==> config.mk <==
export PLATFORM = sky130hd
export DESIGN_NAME = comm_state_ctrl
export DESIGN_NICKNAME = d
export VERILOG_FILES = /design/src/rtl/comm_state_pkg.sv /design/src/rtl/comm_state_legal.sv /design/src/rtl/comm_state_core.sv /design/src/rtl/comm_state_gate.sv /design/src/rtl/comm_state_ctrl.sv
export SDC_FILE = /design/constraint.sdc
export NUM_CORES = 1
export LEC_CHECK = 0
export BUFFER_PORTS_ARGS = -buffer_cell sky130_fd_sc_hd__buf_2
export CORE_AREA = 2 2 39 41
export DETAILED_ROUTE_END_ITERATION = 7
export DIE_AREA = 0 0 41 43
export PLACE_DENSITY = 0.56
export SYNTH_ARGS = -nofsm -noshare
export SYNTH_HDL_FRONTEND = slang
export SYNTH_SLANG_ARGS = --single-unit
==> constraint.sdc <==
create_clock -name clk -period 6 [get_ports clk]
set_input_delay 1.2 -clock clk [delete_from_list [all_inputs] [get_ports clk]]
set_output_delay 1.2 -clock clk [all_outputs]
set_load 0.005 [all_outputs]
==> src/rtl/comm_state_pkg.sv <==
// Package: shared state codes for the slave communication state machine.
// Assumes: a 4-bit state code; the Op and SafeOp codes are single bits.
package comm_state_pkg;
    localparam int STATE_W = 4;
    localparam logic [STATE_W-1:0] ST_INIT   = 4'd1;
    localparam logic [STATE_W-1:0] ST_PREOP  = 4'd2;
    localparam logic [STATE_W-1:0] ST_BOOT   = 4'd3;
    localparam logic [STATE_W-1:0] ST_SAFEOP = 4'd4;
    localparam logic [STATE_W-1:0] ST_OP     = 4'd8;

    // Enable bundle driven by the current state.
    typedef struct packed {
        logic mbx;
        logic pd;
        logic outp;
        logic fw;
    } comm_en_t;
endpackage

==> src/rtl/comm_state_legal.sv <==
// Module: comm_state_legal
// Decides whether a requested state code is a permitted target from the
// current state. Purely combinational.
// Assumes: cur always holds one of the five state codes; an unknown cur
// permits only a return to Init.
module comm_state_legal
    import comm_state_pkg::*;
(
    input  logic [STATE_W-1:0] cur,
    input  logic [STATE_W-1:0] req,
    output logic               legal
);
    logic to_init, to_preop, to_boot, to_safeop, to_op;

    // Classify the requested code.
    always_comb begin
        to_init   = (req == ST_INIT);
        to_preop  = (req == ST_PREOP);
        to_boot   = (req == ST_BOOT);
        to_safeop = (req == ST_SAFEOP);
        to_op     = (req == ST_OP);
    end

    // Transition table keyed by the current state.
    always_comb begin
        case (cur)
            ST_INIT:   legal = to_init | to_preop | to_boot;
            ST_PREOP:  legal = to_init | to_preop | to_safeop;
            ST_BOOT:   legal = to_init | to_boot;
            ST_SAFEOP,
            ST_OP:     legal = to_init | to_preop | to_safeop | to_op;
            default:   legal = to_init;
        endcase
    end
endmodule

==> src/rtl/comm_state_core.sv <==
// Module: comm_state_core
// Holds the state register and the sticky error flag.
// Assumes: legal is computed from the present state and req; a forbidden
// request takes priority over an acknowledge in the same cycle.
module comm_state_core
    import comm_state_pkg::*;
(
    input  logic               clk,
    input  logic               rst_n,
    input  logic               req_valid,
    input  logic [STATE_W-1:0] req_state,
    input  logic               legal,
    input  logic               err_ack,
    output logic [STATE_W-1:0] state,
    output logic               err
);
    logic take, reject;

    // Split a valid request into accepted and rejected.
    always_comb begin
        take   = req_valid &  legal;
        reject = req_valid & ~legal;
    end

    // State register: load an accepted request.
    always_ff @(posedge clk) begin
        if (!rst_n) begin
            state <= ST_INIT;
        end else if (take) begin
            state <= req_state;
        end
    end

    // Error flag: set on rejection, clear on acknowledge.
    always_ff @(posedge clk) begin
        if (!rst_n) begin
            err <= 1'b0;
        end else if (reject) begin
            err <= 1'b1;
        end else if (err_ack) begin
            err <= 1'b0;
        end
    end
endmodule

==> src/rtl/comm_state_gate.sv <==
// Module: comm_state_gate
// Decodes the current state into the traffic and output enables.
// Assumes: only Op releases the physical outputs.
module comm_state_gate
    import comm_state_pkg::*;
(
    input  logic [STATE_W-1:0] state,
    output comm_en_t           en
);
    // Per-state enable decode.
    always_comb begin
        en = '0;
        case (state)
            ST_PREOP:  en.mbx = 1'b1;
            ST_BOOT:   begin en.mbx = 1'b1; en.fw = 1'b1; end
            ST_SAFEOP: begin en.mbx = 1'b1; en.pd = 1'b1; end
            ST_OP:     begin en.mbx = 1'b1; en.pd = 1'b1; en.outp = 1'b1; end
            default:   en = '0;
        endcase
    end
endmodule

==> src/rtl/comm_state_ctrl.sv <==
// Module: comm_state_ctrl (top)
// Slave communication state machine: checks master requests, tracks the
// state, flags forbidden requests and gates the traffic enables.
// Assumes: req_state is sampled only at edges where req_valid is 1.
module comm_state_ctrl
    import comm_state_pkg::*;
(
    input  logic                   clk,
    input  logic                   rst_n,
    input  logic                   req_valid,
    input  logic [STATE_W-1:0]     req_state,
    input  logic                   err_ack,
    output logic [STATE_W-1:0]     cur_state,
    output logic                   err_flag,
    output logic                   mbx_en,
    output logic                   pd_en,
    output logic                   out_en,
    output logic                   fw_dl_en
);
    logic               legal;
    logic [STATE_W-1:0] state;
    logic               err;
    comm_en_t           en;

    comm_state_legal i_legal (
        .cur   (state),
        .req   (req_state),
        .legal (legal)
    );

    comm_state_core i_core (
        .clk       (clk),
        .rst_n     (rst_n),
        .req_valid (req_valid),
        .req_state (req_state),
        .legal     (legal),
        .err_ack   (err_ack),
        .state     (state),
        .err       (err)
    );

    comm_state_gate i_gate (
        .state (state),
        .en    (en)
    );

    // Drive the ports from the internal state and the enable bundle.
    always_comb begin
        cur_state = state;
        err_flag  = err;
        mbx_en    = en.mbx;
        pd_en     = en.pd;
        out_en    = en.outp;
        fw_dl_en  = en.fw;
    end
endmodule

==> flow_summary.ini <==
[synth]
synthCells = 38
synth.distinct_cells = 21
yosysTopAreaCellShare = 0.299
yosys.area.top_type = dfxtp_1
ys_warn_count = 0
synth.avg_cell_area_um2 = 8.82
seq_area_frac_synth = 0.299
syn_area_um2 = 335
synth.area.top_cells = dfxtp_1 (30%), mux2i_1 (12%), nand2_1 (7.8%)
ys_ff_latch = 5
synth.net_count = 46

[global_route]
grt_pass1_vias = 327
grt_antenna_before_repair = 0
grt_overflow = 0
grt_pass1_wl_um = 1200
grtUsageTotal = 0.103
grt_max_degree = 11

[worst_setup_path]
worstSetupStartpointType = primary input
crit_path_top_delay_cell = or4b_1
worstPathRequired_ns = 6.17
crit_path_max_incr_delay_ns = 0.52
worstSetupPathType = in2reg
worstPathArrival_ns = 2.85
crit_fanout = 5
worstSetupEndpointType = flip-flop
path_cells = buf_2 -> or4b_1 -> or3_4 -> a21bo_1 -> a21oi_4 -> mux2i_1

[flow_run]
cap_violations = 0

[final_layout]
antennaDiodeCount = 0
layout_commonest_cell = buf_2
fin_nets = 66
multiInputGateArea_um2 = 231
num-fill-cells = 159
syn_to_final_growth_pct = 36.6
fin_area_um2 = 458
regArea_um2 = 100
drive_gt1_frac = 0.368
final_cell_mix = buf_2 (16), nand2_1 (7), dfxtp_1 (5)

[cts]
root_buffer = clkbuf_4
htreeDepth = 1
cts_buffers = 3
clock-sinks = 5
clk-insertion-delay-late_ns = 0.24
cts_tree = built
cts_setup_buffers = 0
postCtsHoldBufs = 0
clockBufferDepth = 2
post_cts_resized = 0
path_clk_slew_ns = 0.04

[drt]
via_per_inst = 4.62
drc = 0
wl_per_cell_um = 10.4
via_count = 337
dr.pass1.iters = 2
drtAntennaViolNets = 0
wirelength_um = 758
drt-initial-drc-count = 3

[floorplan]
start_util = 0.242
fp.dieH_um = 43
die_area_mm2 = 0.00176
design.core.area_mm2 = 0.00138
die-width_um = 41
std_cell_rows = 14
pin_count = 17

[timing]
tns_ns = 0
layout_min_cycle_time_ns = 2.68
hold_viol_final = 0
relSlewSlack = 0.762
rsz0062_at_grt = no
timing.fmax_mhz = 374
holdWs_ns = 0.473
skew_ns = 0.00113
worst-slew-pin-transition_ns = 0.356
setup_viol = 0
fin_crit_sh = 0.446
drv_slew = 0

[placement]
dpl_cell_area_um2 = 432
io_buffers = 16
routabilityCongestion = 0.665
dp_hpwl_um = 617

[power]
powerDensity_mw_per_mm2 = 198
p_leak_uw = 0.000196
vdd_ir_drop_max_uv = 102

[worst_hold_path]
hold_path_class = reg2reg

[outcome]
status = finished, final reports clean
[worst max-delay path, delay by kind of cell]
kind | cells | cell delay (ns)
AOI/OAI and AO/OA | 2 | 0.42
buffers and inverters | 1 | 0.13
muxes | 1 | 0.21
and+or+nand+nor | 2 | 0.89
[state kept, by name, indices dropped and copies added, names as in the netlist]
signal / cells
i_core.state: 4
i_core.err: 1
[cells in the mapped netlist]
cell type  instances
and3_1             1
nor2b_1            3
nor3_1             1
xnor2_1            2
nor2_1             2
mux2i_1            4
clkbuf_1           1
dfxtp_1            5
nand2_1            7
a21bo_1            1
or3_4              1
o2bb2ai_1          1
a21boi_0           1
nand3b_1           1
or2_1              1
a2bb2oi_1          1
a21oi_4            1
or4b_1             1
nor3b_1            1
o2111ai_1          1
o21bai_1           1
[cell families after synthesis]
family          count (synthesis)  synth area share
simple gates                   19             0.317
compound gates                  7             0.202
flops                           5             0.299
mux                             4             0.119
xor+xnor                        2            0.0522
buf+inv                         1            0.0112
[path summary, 6_finish.rpt]
kind / to / slack (ns) / depth (start not counted) / startpoint
worst max register to register: i_core.state[3]$_SDFFE_PN0P_ / 4.23 / 5 / i_core.state[1]$_SDFFE_PN0P_
worst max-delay path: i_core.state[3]$_SDFFE_PN0P_ / 3.32 / 6 / req_state[1]
worst min register to register: i_core.err$_SDFFE_PN0P_ / 0.47 / 2 / i_core.err$_SDFFE_PN0P_
worst min-delay path: i_core.err$_SDFFE_PN0P_ / 0.47 / 2 / i_core.err$_SDFFE_PN0P_
[stage by stage]
stage / setup WS [ns] / total power (uW) / util / std cells
final: 3.32 / 90.6 / 0.331 / 73
after global routing: 3.27 / 96.3 / 0.331 / 73
after CTS: 3.31 / 92.3 / 0.331 / 73
after detailed placement: 3.05 / 51.4 / 0.312 / 69
after global placement: 3.07 / 51.3 / 0.312 / 69
after floorplan: 3.29 / 45.1 / - / 38
[per-layer routing]
metal	track usage	share of wire
met5	0	0
met4	0.100	0.025
met3	0.0157	0.088
met2	0.163	0.44
met1	0.106	0.44
[layout make-up]
class                           count  share of cell area
Clock buffer                        4              0.0574
Tap cell                           16              0.0437
Timing Repair Buffer               16               0.175
Multi-Input combinational cell     32               0.505
Sequential cell                     5               0.219
[power by group]
| part | internal, uW | total [uW] | switching (uW) |
|---|---|---|---|
| Clock | 25.2 | 40.1 | 14.9 |
| Combinational | 7.42 | 14.5 | 7.04 |
| Sequential | 34.7 | 36.1 | 1.35 |
| Total | 67.4 | 90.6 | 23.3 |
Note: power is estimated with default switching activity, not from simulation.
